==> config.mk <==
export PLATFORM = sky130hd
export DESIGN_NAME = flag_alu16
export DESIGN_NICKNAME = d
export VERILOG_FILES = /design/src/rtl/alu_pkg.sv /design/src/rtl/alu_addsub.sv /design/src/rtl/alu_logic.sv /design/src/rtl/alu_flag_reg.sv /design/src/rtl/flag_alu16.sv
export SDC_FILE = /design/constraint.sdc
export NUM_CORES = 1
export LEC_CHECK = 0
export BUFFER_PORTS_ARGS = -buffer_cell sky130_fd_sc_hd__buf_4
export CAP_MARGIN = 10
export CORE_ASPECT_RATIO = 0.7
export CORE_MARGIN = 3
export CORE_UTILIZATION = 45
export CTS_BUF_LIST = sky130_fd_sc_hd__clkbuf_4 sky130_fd_sc_hd__clkbuf_8
export DETAILED_ROUTE_END_ITERATION = 8
export PLACE_DENSITY = 0.69
export SKIP_CTS_REPAIR_TIMING = 1
export SLEW_MARGIN = 25
export SYNTH_ARGS = -nofsm -noshare
export SYNTH_HDL_FRONTEND = slang
export SYNTH_SLANG_ARGS = --single-unit
==> constraint.sdc <==
create_clock -name clk -period 6.9 [get_ports clk]
set_input_delay 0.69 -clock clk [delete_from_list [all_inputs] [get_ports clk]]
set_output_delay 0.69 -clock clk [all_outputs]
set_load 0.005 [all_outputs]
==> src/rtl/alu_pkg.sv <==
package alu_pkg;
    typedef enum logic [3:0] {
        OP_ADD  = 4'd0,
        OP_ADC  = 4'd1,
        OP_SUB  = 4'd2,
        OP_CMP  = 4'd3,
        OP_AND  = 4'd4,
        OP_OR   = 4'd5,
        OP_XOR  = 4'd6,
        OP_NOT  = 4'd7,
        OP_TEST = 4'd8
    } alu_op_e;

    typedef struct packed {
        logic of;
        logic sf;
        logic zf;
        logic af;
        logic pf;
        logic cf;
    } flags_t;

    typedef enum logic [1:0] {
        LG_AND = 2'd0,
        LG_OR  = 2'd1,
        LG_XOR = 2'd2,
        LG_NOT = 2'd3
    } logic_sel_e;
endpackage

==> src/rtl/alu_addsub.sv <==
module alu_addsub #(
    parameter int W = 16
) (
    input  logic [W-1:0] a_i,
    input  logic [W-1:0] b_i,
    input  logic         sub_i,
    input  logic         cin_i,
    input  logic         wide_i,
    output logic [W-1:0] res_o,
    output logic         cf_o,
    output logic         af_o,
    output logic         of_o
);
    localparam int H = W / 2;

    logic [W-1:0] bb;
    logic         c0;
    logic [H:0]   lo_sum;
    logic [H:0]   hi_sum;
    logic [4:0]   nib_sum;
    logic         sa, sb, sr, carry;

    always_comb begin
        bb      = sub_i ? ~b_i : b_i;
        c0      = sub_i ? 1'b1 : cin_i;
        lo_sum  = {1'b0, a_i[H-1:0]} + {1'b0, bb[H-1:0]} + {{H{1'b0}}, c0};
        hi_sum  = {1'b0, a_i[W-1:H]} + {1'b0, bb[W-1:H]} + {{H{1'b0}}, lo_sum[H]};
        nib_sum = {1'b0, a_i[3:0]} + {1'b0, bb[3:0]} + {4'd0, c0};
        if (wide_i) begin
            res_o = {hi_sum[H-1:0], lo_sum[H-1:0]};
            carry = hi_sum[H];
            sa    = a_i[W-1];
            sb    = bb[W-1];
            sr    = hi_sum[H-1];
        end else begin
            res_o = {{(W-H){1'b0}}, lo_sum[H-1:0]};
            carry = lo_sum[H];
            sa    = a_i[H-1];
            sb    = bb[H-1];
            sr    = lo_sum[H-1];
        end
        cf_o = carry ^ sub_i;
        af_o = nib_sum[4] ^ sub_i;
        of_o = (sa == sb) && (sr != sa);
    end
endmodule

==> src/rtl/alu_logic.sv <==
module alu_logic
    import alu_pkg::*;
#(
    parameter int W = 16
) (
    input  logic [W-1:0] a_i,
    input  logic [W-1:0] b_i,
    input  logic_sel_e   sel_i,
    input  logic         wide_i,
    output logic [W-1:0] res_o
);
    localparam int H = W / 2;

    logic [W-1:0] raw;

    always_comb begin
        unique case (sel_i)
            LG_AND:  raw = a_i & b_i;
            LG_OR:   raw = a_i | b_i;
            LG_XOR:  raw = a_i ^ b_i;
            default: raw = ~a_i;
        endcase
        res_o = wide_i ? raw : {{(W-H){1'b0}}, raw[H-1:0]};
    end
endmodule

==> src/rtl/alu_flag_reg.sv <==
module alu_flag_reg
    import alu_pkg::*;
(
    input  logic   clk,
    input  logic   rst_n,
    input  logic   load_i,
    input  flags_t flags_i,
    output flags_t flags_o
);
    typedef struct packed {
        flags_t flags;
    } state_t;

    state_t state_d, state_q;

    always_comb begin
        state_d = state_q;
        if (load_i) begin
            state_d.flags = flags_i;
        end
    end

    always_ff @(posedge clk or negedge rst_n) begin
        if (!rst_n) begin
            state_q <= '0;
        end else begin
            state_q <= state_d;
        end
    end

    assign flags_o = state_q.flags;

    assert_latch_load_R11: assert property (@(posedge clk) disable iff (!rst_n)
        load_i |=> flags_o == $past(flags_i));
    assert_latch_hold_R11: assert property (@(posedge clk) disable iff (!rst_n)
        !load_i |=> $stable(flags_o));
endmodule

==> src/rtl/flag_alu16.sv <==
module flag_alu16
    import alu_pkg::*;
#(
    parameter int W = 16
) (
    input  logic         clk,
    input  logic         rst_n,
    input  logic [3:0]   op_i,
    input  logic         wide_i,
    input  logic [W-1:0] a_i,
    input  logic [W-1:0] b_i,
    input  logic         load_i,
    output logic [W-1:0] res_o,
    output logic         wr_o,
    output logic [5:0]   flags_o,
    output logic [5:0]   flags_q_o
);
    localparam int H = W / 2;

    logic [W-1:0] as_res, lg_res;
    logic         as_cf, as_af, as_of;
    logic         is_sub;
    logic_sel_e   lg_sel;
    flags_t       fl_d, fl_q;
    logic         zf, sf, pf;

    assign is_sub = (op_i == OP_SUB) || (op_i == OP_CMP);

    alu_addsub #(.W(W)) u_addsub (
        .a_i    (a_i),
        .b_i    (b_i),
        .sub_i  (is_sub),
        .cin_i  ((op_i == OP_ADC) ? fl_q.cf : 1'b0),
        .wide_i (wide_i),
        .res_o  (as_res),
        .cf_o   (as_cf),
        .af_o   (as_af),
        .of_o   (as_of)
    );

    always_comb begin
        case (op_i)
            OP_OR:   lg_sel = LG_OR;
            OP_XOR:  lg_sel = LG_XOR;
            OP_NOT:  lg_sel = LG_NOT;
            default: lg_sel = LG_AND;
        endcase
    end

    alu_logic #(.W(W)) u_logic (
        .a_i    (a_i),
        .b_i    (b_i),
        .sel_i  (lg_sel),
        .wide_i (wide_i),
        .res_o  (lg_res)
    );

    always_comb begin
        res_o = '0;
        wr_o  = 1'b0;
        case (op_i)
            OP_ADD, OP_ADC, OP_SUB: begin res_o = as_res; wr_o = 1'b1; end
            OP_CMP:                 begin res_o = as_res; wr_o = 1'b0; end
            OP_AND, OP_OR, OP_XOR, OP_NOT: begin res_o = lg_res; wr_o = 1'b1; end
            OP_TEST:                begin res_o = lg_res; wr_o = 1'b0; end
            default:                begin res_o = '0; wr_o = 1'b0; end
        endcase
        zf = wide_i ? (res_o == '0) : (res_o[H-1:0] == '0);
        sf = wide_i ? res_o[W-1] : res_o[H-1];
        pf = ~^res_o[7:0];
        case (op_i)
            OP_ADD, OP_ADC, OP_SUB, OP_CMP:
                fl_d = '{of: as_of, sf: sf, zf: zf, af: as_af, pf: pf, cf: as_cf};
            OP_AND, OP_OR, OP_XOR, OP_TEST:
                fl_d = '{of: 1'b0, sf: sf, zf: zf, af: 1'b0, pf: pf, cf: 1'b0};
            default:
                fl_d = fl_q;
        endcase
    end

    alu_flag_reg u_freg (
        .clk     (clk),
        .rst_n   (rst_n),
        .load_i  (load_i),
        .flags_i (fl_d),
        .flags_o (fl_q)
    );

    assign flags_o   = fl_d;
    assign flags_q_o = fl_q;

    assert_byte_upper_zero_R10: assert property (@(posedge clk) disable iff (!rst_n)
        !wide_i |-> res_o[W-1:H] == '0);
    assert_logic_clears_R7: assert property (@(posedge clk) disable iff (!rst_n)
        (op_i == OP_AND || op_i == OP_OR || op_i == OP_XOR || op_i == OP_TEST)
        |-> (!flags_o[0] && !flags_o[5]));
    assert_cmp_equal_R2: assert property (@(posedge clk) disable iff (!rst_n)
        (op_i == OP_CMP && wide_i && a_i == b_i) |-> (flags_o[3] && !flags_o[0] && !wr_o));
    assert_not_keeps_R8: assert property (@(posedge clk) disable iff (!rst_n)
        (op_i == OP_NOT) |-> flags_o == flags_q_o);
    assert_bad_op_R12: assert property (@(posedge clk) disable iff (!rst_n)
        (op_i > 4'd8) |-> (res_o == '0 && !wr_o && flags_o == flags_q_o));
endmodule

==> flow_summary_export.csv, run 1 <==
group,metric,value,unit
status,status,"complete, no violations",
detailed_routing,drt_iter0_markers,227,
clock_network,worstSkewPairLatency,0.22,ns
grt,grt-ovfl-total,0,
critical_path,startpoint_type,"input port",
synthesis,synth-edff-count,0,
synthesis,syn_nets,482,
sta,tightest_slew,0.790,ns
detailed_routing,num_vias,3025,
final_layout,area_growth,21.3,%
floorplan,fp.dieH,72.5,um
floorplan,coreArea,5900,um^2
grt,grt_max_degree,39,
sta,max-slew-margin-rel,47.4,%
final_layout,final_core_util,58.4,%
sta,finalMaxSlewViolations,0,
critical_path,reg2reg_to,"u_freg.flags_o[3]",
placement,portBuffers,68,
clock_network,cts_max_level,1,
clock_network,cts_buffers,3,
grt,grt_pass1_wl,13600,um
synthesis,netlist_top_cells_area,"ha_1, xnor2_1, inv_1",
critical_path,slowest_stage,"or4_1",
critical_path,reg2reg_depth,17,
synthesis,synth.avg_cell_area,7.32,um^2
synthesis,async_flop_share,100,%
sta,max_freq,0.157,GHz
critical_path,worst_path_largest_cell_delay,0.49,ns
detailed_routing,avgRoutedWirePerCell,16.4,um
clock_network,cts_tree,"built",
synthesis,synth_warnings,0,
placement,hpwlAfterDp,6800,um
synthesis,ys_seq_area_share,5.29,%
grt,use_met2,34.1,%
grt,met3_usage,2.11,%
floorplan,ios,69,
critical_path,endpoint_kind,"primary output",
synthesis,synth.distinct_cells,62,
synthesis,synth_cells,388,
sta,period_minus_slack,6.37,ns
power_and_ir_drop,peakVddDrop,0.0483,mV
sta,setup_viol,0,
final_layout,nNetsFinal,543,
critical_path,reg2reg_slack,1.86,ns
clock_network,clk_transition_reported_paths,0.04,ns
clock_network,cts.path.max_buffers,2,
final_layout,fillCellCount,572,
synthesis,synth_top_area_cell,"ha_1",
synthesis,ys_seq_elements,6,
critical_path,cp_max_fo,15,
floorplan,die_area,7310,um^2
sta,setup_tns,0,ns
detailed_routing,via_per_inst,5.80,
final_layout,antenna_cells,0,
critical_path,cp.required,6.21,ns
critical_path,cp.arrival,5.68,ns
min_path,holdCritPathClass,"input port to asynchronous set/reset pin",
synthesis,yosysTopAreaCellShare,22.0,%
sta,final.setup_skew,0.00273,ns
floorplan,rows,23,
floorplan,initial_core_util,48.1,%
critical_path,worstSetupPathType,"input port to primary output",
power_and_ir_drop,power.density,121,nW/um^2
final_layout,drive_above_1_share,19.0,%
synthesis,ys.flop_type,"dfrtp_1",
sta,period_share,92.3,%
grt,busiest_layer,"met1",
synthesis,syn_area,2840,um^2
clock_network,clock-sinks,6,
final_layout,largest_reg_flops,6,
floorplan,die_x,101,um
grt,first_global_vias,2760,
detailed_routing,drc_errors,0,
critical_path,path_cells,"buf_4, or2_0, nor2_1, fa_1, fa_1, a21o_1, a21oi_1, o21bai_1, a21oi_1, o21ai_0, fa_1, fa_1, o21ba_1, o221ai_1, a31oi_1, or4_1, a2111o_1, o31ai_1, buf_4",
clock_network,ctsRootBufferMaster,"clkbuf_8",
grt,antenna_found_initial,0,
detailed_routing,routed_wirelength,8550,um
run,cap_violations,0,
sta,rsz0062_at_grt,"no",
grt,grt_usage,22.7,%
critical_path,r2r_start,"u_freg.flags_o[0]",
placement,gp_congestion,0.921,
grt,use_met1,35.7,%
sta,hold_slack,0.270,ns
critical_path,crit_path_frequent_cell,"fa_1",
sta,hold_viol_final,0,
detailed_routing,ant_nets,0,
power_and_ir_drop,p_leak,0.00179,uW
detailed_routing,dr.pass1.iters,5,
==> per-stage QoR <==
stage	instance area [um^2]	setup slack, ns	cells	power (uW)
4_1_cts	3440	0.594	522	415
6_report	3440	0.533	522	416
5_1_grt	3440	0.268	522	454
3_3_place_gp	3400	0.717	519	355
3_5_place_dp	3400	0.583	519	361
2_1_floorplan	2840	0.329	388	242
==> cell usage after synthesis (3+ instances only) <==
cell type / count
ha_1: 50
inv_1: 50
nor2_1: 34
nand2_1: 26
xnor2_1: 25
a21oi_1: 22
o21ai_0: 20
mux2i_1: 14
a22oi_1: 9
a211oi_1: 8
a21o_1: 8
clkbuf_1: 7
nand2b_1: 7
buf_2: 6
dfrtp_1: 6
o22ai_1: 6
or3_1: 6
xor2_1: 5
fa_1: 4
mux2_2: 4
or2_2: 4
a31oi_1: 3
buf_1: 3
nor2b_1: 3
nor3b_1: 3
o21a_1: 3
o21bai_1: 3
o221ai_1: 3
==> report_power, final <==
group	leakage, uW	internal, uW	switching (uW)
Clock	0.0000216	37.5	15.1
Combinational	0.00169	150	162
Sequential	0.0000767	43.8	7.13
Total	0.00179	232	184
==> logic make-up (layout without fill, tap and decap cells) <==
| family | after synthesis | in the layout | share of synthesized area [%] |
|---|---|---|---|
| XOR/XNOR | 30 | 30 | 9.26 |
| AND/OR/NAND/NOR | 103 | 103 | 18.1 |
| buffers and inverters | 67 | 126 | 9.39 |
| adder cells (fa/ha/maj) | 54 | 54 | 24.9 |
| multiplexers | 19 | 19 | 6.92 |
| flip-flops | 6 | 6 | 5.29 |
| AO/OA/AOI/OAI | 109 | 109 | 26.2 |
==> critical path, delay by kind of cell <==
kind | cells | cell delay (ns)
AOI/OAI and AO/OA | 10 | 2.01
adders and majority gates | 4 | 1.73
and+or+nand+nor | 3 | 0.93
buffers and inverters | 2 | 0.31
==> final cells by class <==
type | instances | area, um^2 | area share, %
clock buffer | 3 | 41.3 | 1.20
inverter | 50 | 188 | 5.45
multi-input combinational | 315 | 2420 | 70.3
sequential | 6 | 150 | 4.36
tap | 75 | 93.8 | 2.73
timing repair buffer | 73 | 548 | 15.9
==> worst max path at each step <==
stage | cells past startpoint | startpoint | endpoint
after CTS | 20 | op_i[2] | flags_o[3]
after floorplan | 22 | op_i[1] | flags_o[3]
final | 19 | op_i[3] | flags_o[3]
after global placement | 20 | op_i[2] | flags_o[3]
after global routing | 20 | op_i[2] | flags_o[3]
after detailed placement | 20 | op_i[2] | flags_o[3]
==> cells in the final DEF, fill, tap and decap left out, types with 3 or more instances in the layout <==
cell type / synthesis / layout
nand2_1: 26 / 26
a22oi_1: 9 / 9
dfrtp_1: 6 / 6
inv_1: 50 / 50
nor2_1: 34 / 34
ha_1: 50 / 50
mux2i_1: 14 / 14
o21a_1: 3 / 3
buf_4: 0 / 73
o21bai_1: 3 / 3
a31oi_1: 3 / 3
or3_1: 6 / 6
o22ai_1: 6 / 6
nor2b_1: 3 / 3
clkbuf_8: 0 / 3
or2_2: 4 / 4
nand2b_1: 7 / 7
a21oi_1: 22 / 22
nor3b_1: 3 / 3
a211oi_1: 8 / 8
xor2_1: 5 / 5
o221ai_1: 3 / 3
fa_1: 4 / 4
o21ai_0: 20 / 20
a21o_1: 8 / 8
xnor2_1: 25 / 25
mux2_2: 4 / 4
==> routing by layer <==
| metal | wire length [um] | vias to the layer above |
|---|---|---|
| li1 | - | 1491 |
| met1 | 4310 | 1418 |
| met2 | 3650 | 112 |
| met3 | 572 | 4 |
| met4 | 19 | 0 |
| met5 | 0 | - |
Power figures use the tool's default switching activity.
==> inputs of run 2 (changes only) <==
--- a/config.mk
+++ b/config.mk
@@ -5,6 +5,7 @@
 export SDC_FILE = /design/constraint.sdc
 export NUM_CORES = 1
 export LEC_CHECK = 0
+export ABC_AREA = 1
 export BUFFER_PORTS_ARGS = -buffer_cell sky130_fd_sc_hd__buf_4
 export CAP_MARGIN = 10
 export CORE_ASPECT_RATIO = 0.7
==> flow_summary_export.csv, run 2 <==
group,metric,value,unit
synthesis,synth_cells,453,
placement,hpwlAfterDp,7000,um
sta,max_freq,0.174,GHz
floorplan,coreArea,5840,um^2
synthesis,synth_warnings,0,
clock_network,cts_tree,"built",
floorplan,initial_core_util,47.5,%
synthesis,synth.avg_cell_area,6.12,um^2
sta,setup_slack,1.16,ns
sta,finalMaxSlewViolations,0,
sta,hold_viol_final,0,
critical_path,cp.required,6.21,ns
critical_path,slowest_stage,"fa_1",
final_layout,nNetsFinal,610,
placement,pre_cts_ws,1.23,ns
synthesis,synth-edff-count,0,
synthesis,synthTopCellsByCount,"nand2_1, inv_1, ha_1, nand3_1, nor2_1",
placement,gp_congestion,0.922,
final_layout,finalInstanceArea,3350,um^2
clock_network,ctsRootBufferMaster,"clkbuf_8",
clock_network,clock-sinks,6,
critical_path,startpoint_type,"input port",
final_layout,antenna_cells,0,
synthesis,ys_seq_elements,6,
sta,period_share,83.1,%
clock_network,cts_max_level,1,
synthesis,synth.distinct_cells,34,
critical_path,worstSetupPathType,"input port to primary output",
final_layout,largest_reg_flops,6,
critical_path,cp.arrival,5.05,ns
detailed_routing,routed_wirelength,8620,um
power_and_ir_drop,p_total,388,uW
critical_path,crit_path_frequent_cell,"nand2_1",
synthesis,syn_nets,547,
final_layout,final_cell_mix,"nand2_1, inv_1, buf_4",
critical_path,cp_max_fo,18,
status,status,"complete, no violations",
grt,busiest_layer,"met1",
floorplan,ios,69,
synthesis,synth_most_common_cell,"nand2_1",
detailed_routing,drt_iter0_markers,299,
sta,tightest_slew,0.566,ns
synthesis,netlist_top_cells_area,"ha_1, nand2_1, inv_1",
final_layout,fillCellCount,612,
placement,portBuffers,68,
detailed_routing,avgRoutedWirePerCell,14.6,um
grt,grt_max_degree,22,
critical_path,worst_path_largest_cell_delay,0.49,ns
detailed_routing,ant_nets,0,
detailed_routing,drc_errors,0,
run,cap_violations,0,
clock_network,worstSkewPairLatency,0.23,ns
final_layout,area_growth,20.7,%
synthesis,yosysTopAreaCellShare,22.6,%
clock_network,cts.path.max_buffers,2,
grt,antenna_found_initial,0,
sta,max-slew-margin-rel,62.1,%
power_and_ir_drop,power.density,116,nW/um^2
detailed_routing,via_per_inst,5.36,
synthesis,syn_area,2770,um^2
floorplan,die_x,99.8,um
sta,setup_tns,0,ns
placement,placed_cell_area,3310,um^2
sta,final.setup_skew,0.00124,ns
synthesis,ys.flop_type,"dfrtp_1",
synthesis,async_flop_share,100,%
critical_path,endpoint_kind,"primary output",
power_and_ir_drop,p_leak,0.00198,uW
grt,first_global_vias,2792,
grt,grt_pass1_wl,13700,um
detailed_routing,num_vias,3158,
synthesis,ys_seq_area_share,5.42,%
final_layout,final_common_cell,"nand2_1",
sta,period_minus_slack,5.74,ns
final_layout,final_core_util,57.3,%
min_path,holdCritPathClass,"input port to asynchronous set/reset pin",
grt,grt_usage,23.8,%
detailed_routing,dr.pass1.iters,5,
final_layout,drive_above_1_share,17.7,%
sta,setup_viol,0,
grt,use_met1,37.2,%
sta,rsz0062_at_grt,"no",
grt,use_met2,33.0,%
floorplan,fp.dieH,71.7,um
floorplan,die_area,7150,um^2
floorplan,rows,23,
grt,grt-ovfl-total,0,
synthesis,synth_top_area_cell,"ha_1",
clock_network,clk_transition_reported_paths,0.04,ns
power_and_ir_drop,peakVddDrop,0.0477,mV
grt,met3_usage,5.64,%
clock_network,cts_buffers,3,
==> run 2: layout make-up <==
cell class | instances | area [um^2] | area share, %
sequential | 6 | 150 | 4.49
inverter | 88 | 330 | 9.87
timing repair buffer | 69 | 518 | 15.5
tap | 75 | 93.8 | 2.80
clock buffer | 3 | 41.3 | 1.23
multi-input combinational | 348 | 2210 | 66.1
==> run 2: routing by layer <==
layer / part of all wire [%] / vias up / wire length, um
li1: - / 1575 / -
met1: 47 / 1403 / 4090
met2: 39 / 169 / 3390
met5: 0 / - / 0
met4: 0.61 / 0 / 53
met3: 13 / 11 / 1090
==> run 2: where the power goes <==
part | switching [uW] | internal (uW) | total [uW]
Clock | 16.4 | 37.6 | 54.0
Combinational | 162 | 124 | 285
Sequential | 6.21 | 43.1 | 49.3
Total | 184 | 204 | 388
==> run 2: worst paths after layout <==
path | to | startpoint | cells after the start | slack, ns
min in group clk | u_freg.flags_o[3] | u_freg.flags_o[3] | 2 | 0.50
max | flags_o[3] | op_i[3] | 27 | 1.16
min reg2reg | u_freg.flags_o[3] | u_freg.flags_o[3] | 2 | 0.50
max in group asynchronous | u_freg.flags_o[3] | rst_n | 1 | 6.52
min | u_freg.flags_o[5] | rst_n | 1 | 0.27
max reg2reg | u_freg.flags_o[3] | u_freg.flags_o[0] | 23 | 2.82
==> run 2: per-stage QoR <==
step           hold slack [ns]  cells
4_1_cts                  0.264    589
2_1_floorplan            0.394    453
5_1_grt                  0.267    589
3_5_place_dp             0.497    586
3_3_place_gp             0.492    586
6_report                 0.266    589
==> run 2: cell families after synthesis <==
| family | count (synthesis) | synth area share (%) |
|---|---|---|
| AOI/OAI and AO/OA | 69 | 15.0 |
| xor gates and xnor gates | 20 | 6.32 |
| adders and majority gates | 54 | 25.5 |
| buffers and inverters | 99 | 14.8 |
| DFF | 6 | 5.42 |
| and+or+nand+nor | 205 | 33.0 |
==> run 2: critical path: cells and delay by family <==
kind | cells | cell delay (ns)
buffers and inverters | 6 | 0.63
AND/OR/NAND/NOR | 13 | 1.42
AO/OA/AOI/OAI | 4 | 0.59
adder cells (fa/ha/maj) | 4 | 1.70
==> inputs of run 3 (changes only) <==
--- a/config.mk
+++ b/config.mk
@@ -5,7 +5,7 @@
 export SDC_FILE = /design/constraint.sdc
 export NUM_CORES = 1
 export LEC_CHECK = 0
-export ABC_AREA = 1
+export ABC_AREA = 0
 export BUFFER_PORTS_ARGS = -buffer_cell sky130_fd_sc_hd__buf_4
 export CAP_MARGIN = 10
 export CORE_ASPECT_RATIO = 0.7
@@ -13,7 +13,7 @@
 export CORE_UTILIZATION = 45
 export CTS_BUF_LIST = sky130_fd_sc_hd__clkbuf_4 sky130_fd_sc_hd__clkbuf_8
 export DETAILED_ROUTE_END_ITERATION = 8
-export PLACE_DENSITY = 0.69
+export PLACE_DENSITY = 0.72
 export SKIP_CTS_REPAIR_TIMING = 1
 export SLEW_MARGIN = 25
 export SYNTH_ARGS = -nofsm -noshare
==> constraint.sdc (replaced) <==
create_clock -name clk -period 5 [get_ports clk]
set_input_delay 0.5 -clock clk [delete_from_list [all_inputs] [get_ports clk]]
set_output_delay 0.5 -clock clk [all_outputs]
set_load 0.005 [all_outputs]
==> flow_summary_export.csv, run 3 (synthesis results as in run 1) <==
group,metric,value,unit
final_layout,seq_area,150,um^2
final_layout,instances_no_fill,545,
sta,max_freq,0.189,GHz
detailed_routing,dr.max_layer_used,"met4",
run,cap_violations,0,
final_layout,area_growth,31.0,%
sta,setup_tns,-0.294,ns
clock_network,cts_tree,"built",
grt,antenna_found_initial,0,
sta,period_minus_slack,5.29,ns
detailed_routing,dr.pass1.iters,5,
final_layout,final_cell_mix,"buf_4, inv_1, ha_1",
detailed_routing,wl_met1,4460,um
power_and_ir_drop,p_leak,0.00193,uW
detailed_routing,wl_met3,794,um
sta,hold_viol_final,0,
critical_path,cp_max_fo,2,
final_layout,multiInputGateArea,2520,um^2
critical_path,reg2reg_depth,18,
placement,gp_congestion,0.957,
grt,first_global_vias,2848,
final_layout,antenna_cells,0,
critical_path,worstSetupPathType,"input port to primary output",
power_and_ir_drop,peakVddDrop,0.0808,mV
detailed_routing,avgRoutedWirePerCell,16.9,um
placement,portBuffers,68,
clock_network,clock-sinks,6,
placement,hpwlAfterDp,7370,um
sta,max-slew-margin-rel,47.6,%
sta,rsz0062_at_grt,"yes",
placement,pre_cts_ws,-0.372,ns
grt,grt_max_degree,43,
sta,period_share,106,%
critical_path,reg2reg_slack,0.40,ns
floorplan,rows,23,
critical_path,endpoint_kind,"primary output",
clock_network,cts_max_level,1,
power_and_ir_drop,power.density,169,nW/um^2
floorplan,die_area,7310,um^2
critical_path,startpoint_type,"input port",
floorplan,fp.dieH,72.5,um
final_layout,fillCellCount,544,
sta,setup_slack,-0.294,ns
final_layout,nNetsFinal,566,
critical_path,cp.arrival,4.79,ns
sta,final.setup_skew,0.00346,ns
detailed_routing,num_vias,3163,
critical_path,reg2reg_to,"u_freg.flags_o[3]",
final_layout,drive_above_1_share,26.8,%
grt,grt_usage,24.4,%
status,violations,"negative setup slack",
detailed_routing,drt_iter0_markers,263,
clock_network,clk_transition_reported_paths,0.04,ns
grt,grt-ovfl-total,0,
floorplan,die_x,101,um
clock_network,ctsRootBufferMaster,"clkbuf_8",
power_and_ir_drop,p_total,627,uW
placement,dp_cells,541,
detailed_routing,ant_nets,0,
sta,finalMaxSlewViolations,0,
floorplan,ios,69,
floorplan,initial_core_util,48.1,%
clock_network,cts.path.max_buffers,2,
critical_path,cp.required,4.50,ns
status,status,"complete, but fails checks",
sta,tightest_slew,0.786,ns
final_layout,final_common_cell,"buf_4",
clock_network,cts_buffers,3,
detailed_routing,via_per_inst,5.80,
grt,grt_pass1_wl,14400,um
critical_path,r2r_start,"u_freg.flags_o[0]",
clock_network,worstSkewPairLatency,0.23,ns
sta,setup_viol,1,
detailed_routing,routed_wirelength,9210,um
detailed_routing,drc_errors,0,
detailed_routing,wl_met2,3910,um
final_layout,largest_reg_flops,6,
min_path,holdCritPathClass,"input port to asynchronous set/reset pin",
floorplan,coreArea,5900,um^2
run 3: worst max-delay path: stages:
cell	delay, ns
buf_4	0.12
nor2_4	0.14
nand2_4	0.08
xnor2_2	0.14
fa_2	0.38
fa_2	0.36
a21o_1	0.18
a21oi_2	0.14
o21bai_1	0.08
a21oi_2	0.18
o21ai_2	0.08
fa_2	0.37
fa_2	0.43
o21ba_1	0.21
o221ai_2	0.18
a31oi_2	0.06
or4_1	0.47
a2111o_1	0.36
o31ai_2	0.19
buf_4	0.14
run 3: cell type report:
type,instances,share of cell area [%]
multi-input combinational,315,67.9
timing repair buffer,96,19.4
inverter,50,5.05
sequential,6,4.04
tap,75,2.52
clock buffer,3,1.11
run 3: through the flow:
stage | instance area, um^2 | hold slack [ns] | util [%]
6_report | 3720 | 0.0700 | 63.0
5_1_grt | 3720 | 0.0729 | 63.0
4_1_cts | 3640 | 0.0680 | 61.7
3_5_place_dp | 3600 | 0.312 | 61.0
3_3_place_gp | 3600 | 0.310 | 61.0
2_1_floorplan | 2910 | 0.204 | -
run 3: where the power goes:
part           switching, uW  internal (uW)
logic                    244            238
clock network           22.8           51.9
registers               10.5           60.4
total                    277            350
run 3: metal layers:
layer / up-vias / global-route usage, %
li1: 1538 / -
met1: 1490 / 37.5
met2: 131 / 37.5
met3: 4 / 2.50
met4: 0 / 3.54
met5: - / 0
run 3: how the worst max path moves through the flow:
stage                        from          to
after detailed placement  op_i[2]  flags_o[3]
after global placement    op_i[2]  flags_o[3]
after global routing      op_i[2]  flags_o[3]
after CTS                 op_i[2]  flags_o[3]
final                     op_i[2]  flags_o[3]
after floorplan           op_i[1]  flags_o[3]
